`src/rtl/ilv_pkg.sv`:
```
package ilv_pkg;

    localparam int PH_W = 2;

    // slot strobes for one clock edge
    typedef struct packed {
        logic bc;     // crossing-rate sample point
        logic first;  // readout cycle start (column A slot)
        logic second; // column B slot
        logic rd_hi;  // readout clock level after this edge
    } slot_t;

    typedef enum logic {
        RX_IDLE  = 1'b0,
        RX_SHIFT = 1'b1
    } rx_state_e;

    function automatic logic addr_match(input logic [15:0] frame_addr,
                                        input logic [15:0] own_addr,
                                        input int          width);
        logic [15:0] mask;
        mask = (16'd1 << width) - 16'd1;
        return ((frame_addr & mask) == (own_addr & mask)) ||
               ((frame_addr & mask) == mask);
    endfunction

endpackage

```
`src/rtl/ilv_phase_gen.sv`:
```
module ilv_phase_gen
    import ilv_pkg::*;
(
    input  logic  clk,
    input  logic  rst,
    input  logic  fast_mode,
    output slot_t slot,
    output logic  rd_clk
);
    logic [PH_W-1:0] ph;

    always_ff @(posedge clk) begin
        if (rst) ph <= '0;
        else     ph <= ph + 1'b1;
    end

    always_comb begin
        slot.bc = (ph == '0);
        if (fast_mode) begin
            slot.first  = ~ph[0];
            slot.second =  ph[0];
            slot.rd_hi  = ~ph[0];
        end else begin
            slot.first  = (ph == 2'd0);
            slot.second = (ph == 2'd2);
            slot.rd_hi  = ~ph[1];
        end
    end

    always_ff @(posedge clk) begin
        if (rst) rd_clk <= 1'b0;
        else     rd_clk <= slot.rd_hi;
    end


    fast_rd_toggle_chk: assert property (@(posedge clk) disable iff (rst)
        (fast_mode && rd_clk) |=> !rd_clk);
endmodule

```
`src/rtl/ilv_serializer.sv`:
```
module ilv_serializer
    import ilv_pkg::*;
(
    input  logic  clk,
    input  logic  rst,
    input  slot_t slot,
    input  logic  col_a,
    input  logic  col_b,
    output logic  ser_out
);
    logic b_hold;

    always_ff @(posedge clk) begin
        if (rst) begin
            ser_out <= 1'b0;
            b_hold  <= 1'b0;
        end else if (slot.first) begin
            ser_out <= col_a;
            b_hold  <= col_b;
        end else if (slot.second) begin
            ser_out <= b_hold;
        end
    end


    ser_only_on_slot_chk: assert property (@(posedge clk) disable iff (rst)
        !(slot.first || slot.second) |=> $stable(ser_out));
endmodule

```
`src/rtl/ilv_line_decoder.sv`:
```
module ilv_line_decoder
    import ilv_pkg::*;
#(
    parameter int RUN_W = 2
) (
    input  logic  clk,
    input  logic  rst,
    input  slot_t slot,
    input  logic  trig_line,
    output logic  trig_out,
    output logic  chip_rst
);
    localparam logic [RUN_W-1:0] RUN_MAX = '1;

    logic [RUN_W-1:0] run;

    always_ff @(posedge clk) begin
        if (rst) begin
            run      <= '0;
            trig_out <= 1'b0;
            chip_rst <= 1'b0;
        end else if (slot.bc) begin
            if (trig_line) begin
                run      <= (run == RUN_MAX) ? run : run + 1'b1;
                trig_out <= 1'b0;
                chip_rst <= (run >= RUN_W'(2));
            end else begin
                run      <= '0;
                trig_out <= (run == RUN_W'(1));
                chip_rst <= 1'b0;
            end
        end
    end


    trig_rst_excl_chk: assert property (@(posedge clk) disable iff (rst)
        $onehot0({trig_out, chip_rst}));


    trig_bc_aligned_chk: assert property (@(posedge clk) disable iff (rst)
        !slot.bc |=> $stable(trig_out));
endmodule

```
`src/rtl/ilv_cmd_rx.sv`:
```
module ilv_cmd_rx
    import ilv_pkg::*;
#(
    parameter int ADDR_W = 5,
    parameter int CMD_W  = 4
) (
    input  logic              clk,
    input  logic              rst,
    input  slot_t             slot,
    input  logic [ADDR_W-1:0] unit_addr,
    input  logic              cmd_line,
    output logic              cmd_stb,
    output logic [CMD_W-1:0]  cmd_code
);
    localparam int FRAME_BITS = ADDR_W + CMD_W;
    localparam int CNT_W      = $clog2(FRAME_BITS);

    rx_state_e             state;
    logic [CNT_W-1:0]      cnt;
    logic [FRAME_BITS-1:0] shreg;
    logic [FRAME_BITS-1:0] frame_w;
    logic [ADDR_W-1:0]     f_addr;
    logic                  hit;

    always_comb begin
        frame_w = {shreg[FRAME_BITS-2:0], cmd_line};
        f_addr  = frame_w[FRAME_BITS-1 -: ADDR_W];
        hit     = addr_match(16'(f_addr), 16'(unit_addr), ADDR_W);
    end

    always_ff @(posedge clk) begin
        if (rst) begin
            state    <= RX_IDLE;
            cnt      <= '0;
            shreg    <= '0;
            cmd_stb  <= 1'b0;
            cmd_code <= '0;
        end else begin
            cmd_stb <= 1'b0;
            if (slot.bc) begin
                case (state)
                    RX_IDLE: begin
                        if (cmd_line) begin
                            state <= RX_SHIFT;
                            cnt   <= '0;
                        end
                    end
                    default: begin
                        shreg <= frame_w;
                        if (cnt == CNT_W'(FRAME_BITS - 1)) begin
                            state <= RX_IDLE;
                            if (hit) begin
                                cmd_stb  <= 1'b1;
                                cmd_code <= frame_w[CMD_W-1:0];
                            end
                        end else begin
                            cnt <= cnt + 1'b1;
                        end
                    end
                endcase
            end
        end
    end


    cmd_stb_single_chk: assert property (@(posedge clk) disable iff (rst)
        cmd_stb |=> !cmd_stb);
endmodule

```
`src/rtl/dual_col_interleaver.sv`:
```
module dual_col_interleaver
    import ilv_pkg::*;
#(
    parameter int ADDR_W = 5,
    parameter int CMD_W  = 4,
    parameter int RUN_W  = 2
) (
    input  logic              clk,
    input  logic              rst,
    input  logic              fast_mode,
    input  logic [ADDR_W-1:0] unit_addr,
    input  logic              cmd_line,
    input  logic              trig_line,
    input  logic              col_a,
    input  logic              col_b,
    output logic              rd_clk,
    output logic              ser_out,
    output logic              trig_out,
    output logic              chip_rst,
    output logic              cmd_stb,
    output logic [CMD_W-1:0]  cmd_code
);
    slot_t slot;

    ilv_phase_gen u_phase (
        .clk       (clk),
        .rst       (rst),
        .fast_mode (fast_mode),
        .slot      (slot),
        .rd_clk    (rd_clk)
    );

    ilv_serializer u_ser (
        .clk     (clk),
        .rst     (rst),
        .slot    (slot),
        .col_a   (col_a),
        .col_b   (col_b),
        .ser_out (ser_out)
    );

    ilv_line_decoder #(.RUN_W(RUN_W)) u_line (
        .clk       (clk),
        .rst       (rst),
        .slot      (slot),
        .trig_line (trig_line),
        .trig_out  (trig_out),
        .chip_rst  (chip_rst)
    );

    ilv_cmd_rx #(.ADDR_W(ADDR_W), .CMD_W(CMD_W)) u_cmd (
        .clk       (clk),
        .rst       (rst),
        .slot      (slot),
        .unit_addr (unit_addr),
        .cmd_line  (cmd_line),
        .cmd_stb   (cmd_stb),
        .cmd_code  (cmd_code)
    );
endmodule

```
`config.mk`:
```
export PLATFORM = sky130hd
export DESIGN_NAME = dual_col_interleaver
export DESIGN_NICKNAME = d
export VERILOG_FILES = /design/src/rtl/ilv_pkg.sv /design/src/rtl/ilv_phase_gen.sv /design/src/rtl/ilv_serializer.sv /design/src/rtl/ilv_line_decoder.sv /design/src/rtl/ilv_cmd_rx.sv /design/src/rtl/dual_col_interleaver.sv
export SDC_FILE = /design/constraint.sdc
export NUM_CORES = 1
export LEC_CHECK = 0
export ABC_AREA = 1
export BUFFER_PORTS_ARGS = -buffer_cell sky130_fd_sc_hd__buf_2
export CAP_MARGIN = 20
export CORE_MARGIN = 2
export CORE_UTILIZATION = 29
export DETAILED_ROUTE_END_ITERATION = 10
export HOLD_SLACK_MARGIN = 0.02
export PLACE_DENSITY_LB_ADDON = 0.3
export SYNTH_ARGS = -nofsm -noshare
export SYNTH_HDL_FRONTEND = slang
export SYNTH_SLANG_ARGS = --single-unit
export TNS_END_PERCENT = 1
```
`constraint.sdc`:
```
create_clock -name clk -period 3.8 [get_ports clk]
set_input_delay 0.19 -clock clk [delete_from_list [all_inputs] [get_ports clk]]
set_output_delay 0.19 -clock clk [all_outputs]
set_load 0.05 [all_outputs]
```
=== After elaboration in Yosys (flattened, before gate mapping) ===
Index checks and enable logic that the tools add are counted.

* Logic and storage cells: 52
* Input port bits: 12
* Bits in registers: 27
* Output and inout bits: 9

* Equality and inequality tests: 8
* Bitwise logic cells: 5
* Muxes and demuxes: 14
* Add/subtract/negate cells: 3
* Magnitude comparators: 1
* Reductions and logical operators: 9

{| class="wikitable"
|+ Operator list
! operator !! number
|-
| 4-bit two-way mux || 3
|-
| 1-bit two-way mux || 8
|-
| 5-bit equality test || 1
|-
| 5-bit equality test, second input constant || 1
|-
| 1-bit inverter || 5
|-
| 2-bit by 1-bit adder with 2-bit output, second input constant || 2
|-
| 4-bit by 1-bit adder with 4-bit output, second input constant || 1
|-
| 2-bit equality test, second input constant || 2
|-
| 4-bit equality test, second input constant || 1
|-
| 2-bit two-way mux || 2
|-
| 2-bit != test, second input constant || 2
|-
| 2-bit AND reduction || 2
|-
| 4-bit AND reduction || 1
|-
| 2-bit nonzero test || 2
|-
| 4-bit OR reduction || 1
|-
| 3-bit two-way mux || 1
|-
| 3-bit AND reduction || 1
|-
| 2-bit by 1-bit equality test with 1-bit output, second input constant || 1
|-
| 2-bit >= comparator, second input constant || 1
|-
| 2-bit logical NOT || 1
|-
| 1-bit logical OR || 1
|}

=== Logic depth before layout (Yosys ltp) ===
* Word-level depth: 4
* Depth in mapped cells: 10
* Depth with buffers taken out: 9

=== Cells and area by module ===
Synthesis repeated with hierarchy kept, for this count alone.

* Cell total of the unflattened synthesis: 175
* Area total of the unflattened synthesis: 1262.5 sq um

{| class="wikitable"
|+ By module, submodules not included
! module !! instances !! area each (sq um) !! seq. area each (sq um) !! cells each
|-
| ilv_cmd_rx || 1 || 824.5 || 360.3 || 115
|-
| ilv_line_decoder || 1 || 203.9 || 80.1 || 28
|-
| ilv_phase_gen || 1 || 145.1 || 60.1 || 18
|-
| ilv_serializer || 1 || 88.8 || 40.0 || 14
|}

=== Least setup slack after synthesis ===
Ideal clock, no wire load.

* Path kind: flip-flop to flip-flop
* Start point: register u_phase.ph[0]
* End point: register u_cmd.cnt[3]
* Setup slack: 2.467 ns
* Library setup time: 0.070 ns
* Data required time: 3.730 ns
* Period minus slack after synthesis: 1.333 ns
* Stages on the path, launching flop included: 11
* Data arrival time: 1.263 ns
* Buffers on the path: 1
* Cell sequence: dfxtp_1 -> inv_1 -> ha_1 -> buf_6 -> nand2_4 -> nand2_1 -> nand2_1 -> inv_1 -> nand2_1 -> o21ai_0 -> a21oi_1

* Longest elaborated chain between the ends: 2

{| class="wikitable"
|+ RTL lines
! element !! line !! text
|-
| from (decl) || ilv_phase_gen.sv:10 || <nowiki>logic [PH_W-1:0] ph;</nowiki>
|-
| from (signal assigned) || ilv_phase_gen.sv:14 || <nowiki>else ph <= ph + 1'b1;</nowiki>
|-
| 2-bit logical NOT || ilv_phase_gen.sv:18 || <nowiki>slot.bc = (ph == '0);</nowiki>
|-
| 3-bit AND reduction (no source line) || - ||
|-
| to (signal assigned) || ilv_cmd_rx.sv:57 || <nowiki>cnt <= cnt + 1'b1;</nowiki>
|-
| to (decl) || ilv_cmd_rx.sv:19 || <nowiki>logic [CNT_W-1:0] cnt;</nowiki>
|}

Every way passes these cells.
A chain may end at the register's enable or synchronous reset.

=== Final worst setup path ===
* Start point: register u_phase.ph[0]
* End point: register u_cmd.cmd_code[3]

* Longest elaborated chain between the ends: 2

{| class="wikitable"
|+ RTL lines
! element !! line !! text
|-
| 2-bit logical NOT || ilv_phase_gen.sv:18 ||
|-
| 4-bit AND reduction (no source line) || - ||
|-
| to (signal assigned) || ilv_cmd_rx.sv:54 || <nowiki>cmd_code <= frame_w[CMD_W-1:0];</nowiki>
|-
| to (decl) || ilv_cmd_rx.sv:13 || <nowiki>output logic [CMD_W-1:0] cmd_code</nowiki>
|}

Every way passes these cells.

==> impl_metrics.json <==
{
  "wl_per_cell_um": 9.68,
  "fin_crit_ps": 1660,
  "powerDensity_nw_per_um2": 398,
  "crit_path_start_kind": "flip-flop",
  "layout_commonest_cell": "nand2_1",
  "syn_area_per_cell_um2": 7.41,
  "area_delta_synth_final_pct": 15.0,
  "synth_seq_cells": 27,
  "grt_pass1_vias": 986,
  "clockBufferDepth": 2,
  "cts-hold-fix-buffers": 0,
  "antenna_cells": 0,
  "synth_fp_nets": 185,
  "path_delay_family": "simple AND/OR/NAND/NOR gates",
  "syn_inst": 167,
  "globalplace.congestion": 0.736,
  "hold_class": "in2reg",
  "nets": 206,
  "fp.dieH_um": 69.3,
  "ant_nets": 0,
  "die-area_um2": 4810,
  "clock_latency_ps": 270,
  "cp_num_buf_inv": 1,
  "rsz0062_at_grt": "no",
  "drt_iter0_drc": 20,
  "final_hold_viol_count": 0,
  "num_vias": 1064,
  "combPwrFrac_pct": 16.8,
  "status": "completed",
  "final_cell_mix": "nand2_1 (31), inv_1 (30), dfxtp_1 (27), a21oi_1 (22), buf_2 (20)",
  "via_per_inst": 4.49,
  "crit_arrival_ps": 1830,
  "drt-total-wl_um": 2290,
  "p_sw_w": 0.000160,
  "core_area_um2": 4060,
  "cp_max_fo": 15,
  "clkSinkCount": 27,
  "path_clk_slew_ps": 90,
  "die_x_um": 69.3,
  "slew_violations": 0,
  "cts_max_level": 1,
  "fmax_ghz": 0.603,
  "grt_max_degree": 17,
  "cts_setup_buffers": 0,
  "rows": 23,
  "antenna_found_initial": 0,
  "drc_errors": 0,
  "drive_gt1_share_pct": 14.4,
  "track_usage_pct": 9.89,
  "syn_area_um2": 1240,
  "firstDrtPassIters": 4,
  "power_frac_clock_pct": 28.1,
  "holdWs_ps": 170,
  "required_ps": 3970,
  "synth-warning-count": 0,
  "cpPeakStageDelay_ps": 390,
  "ir_drop_mv": 0.278,
  "fin_worst_skew_ps": 5.48,
  "slowest_stage": "nor3_4",
  "grt_pass1_wl_um": 4040,
  "sw_frac_of_total_pct": 28.2,
  "power_leakage_nw": 0.661,
  "grt-ovfl-total": 0,
  "seq_power_share_pct": 55.1,
  "num_io_pins": 21,
  "internal-power_w": 0.000407,
  "worstSetupPathType": "reg2reg",
  "max_cap_violations": 0,
  "yosysUniqueCellTypes": 20,
  "cts_made_buffers": 3,
  "fin_crit_sh_pct": 43.7,
  "start_util_pct": 30.5,
  "cts_tree": "built",
  "setup_tns_ps": 0,
  "dp_hpwl_um": 1720,
  "cts-root-buf": "clkbuf_8",
  "ys_seq_area_share_pct": 43.7,
  "worst_pin_slew_ps": 437,
  "path_cells": "inv_1 -> ha_1 -> nand2_4 -> nor3_4 -> nand3_1 -> nand2_1 -> nor2_1",
  "final-setup-viol-count": 0,
  "cts_resized": 0,
  "end_kind": "flip-flop",
  "slew_headroom_pct": 70.8,
  "port_buffers": 20
}
flip-flops by register name, summed over array words and instances (netlist names):
name             flops
u_line.trig_out      1
u_cmd.state          1
u_cmd.cmd_code       4
u_cmd.shreg          8
u_ser.b_hold         1
u_cmd.cnt            4
u_line.chip_rst      1
u_ser.ser_out        1
u_phase.rd_clk       1
u_cmd.cmd_stb        1
u_phase.ph           2
u_line.run           2
Yosys cell counts (all sizes together):
library cell  instances  area (um^2)
nand2                32          128
inv                  30          113
dfxtp                27          541
a21oi                22          110
o21ai                13         65.1
nor2                 12         45.0
nand3                 9         45.0
ha                    6         75.1
nor3                  4         31.3
a211oi                3         22.5
buf                   2         16.3
clkbuf                2         7.51
nand4                 1         6.26
o211a                 1         10.0
o211ai                1         7.51
or2                   1         6.26
xnor2                 1         8.76
routing by layer:
layer,vias up,wire (um),track usage [%]
met4,0,7,0.654
met2,21,1030,17.4
met1,468,1160,12.4
met3,2,96,3.05
met5,-,0,0
li1,573,-,-
logic make-up after synthesis:
family,count (synthesis),synth area share [%]
AOI/OAI and AO/OA,40,17.4
DFF,27,43.7
buffers and inverters,34,11.0
and+or+nand+nor,59,21.1
adders and majority gates,6,6.07
xor gates and xnor gates,1,0.708
tightest hold or removal path: stages:
cell and delay (ps):
buf_2 90, nand2_1 60, a21oi_1 50
power groups by stage:
stage | Clock (W) | Sequential, W | Combinational [W]
global route | 0.000176 | 0.000315 | 0.000109
detailed placement | 0 | 0.000319 | 0.0000959
finish | 0.000159 | 0.000312 | 0.0000951
floorplan | 0 | 0.000329 | 0.0000633
global placement | 0 | 0.000319 | 0.0000949
CTS | 0.000167 | 0.000313 | 0.0000962
stage by stage:
stage               util (%)  area, um^2  power (W)  std cells  setup WS (ps)
CTS                     35.1        1420   0.000576        237           2130
global placement        33.9        1380   0.000414        233           2200
floorplan                  -        1240   0.000393        167           2470
global route            35.1        1420   0.000599        237           1920
detailed placement      33.9        1380   0.000415        233           2140
finish                  35.1        1420   0.000567        237           2140
area by class of cell:
type	count	area [um^2]
inverters	30	113
flip-flops and latches	27	541
fillers	452	2640
clock inverters	1	5.00
clock buffers	3	41.3
multi-input cells	106	561
well taps	50	62.6
repair buffers	20	100
worst paths after layout:
| check | cells after the start | endpoint | startpoint | slack (ps) |
|---|---|---|---|---|
| max | 7 | u_cmd.cmd_code[3] | u_phase.ph[0] | 2140 |
| min | 3 | u_ser.b_hold | col_b | 170 |
| max reg2reg | 7 | u_cmd.cmd_code[3] | u_phase.ph[0] | 2140 |
| min reg2reg | 1 | u_phase.ph[0] | u_phase.ph[0] | 440 |
Power figures use the tool's default switching activity.
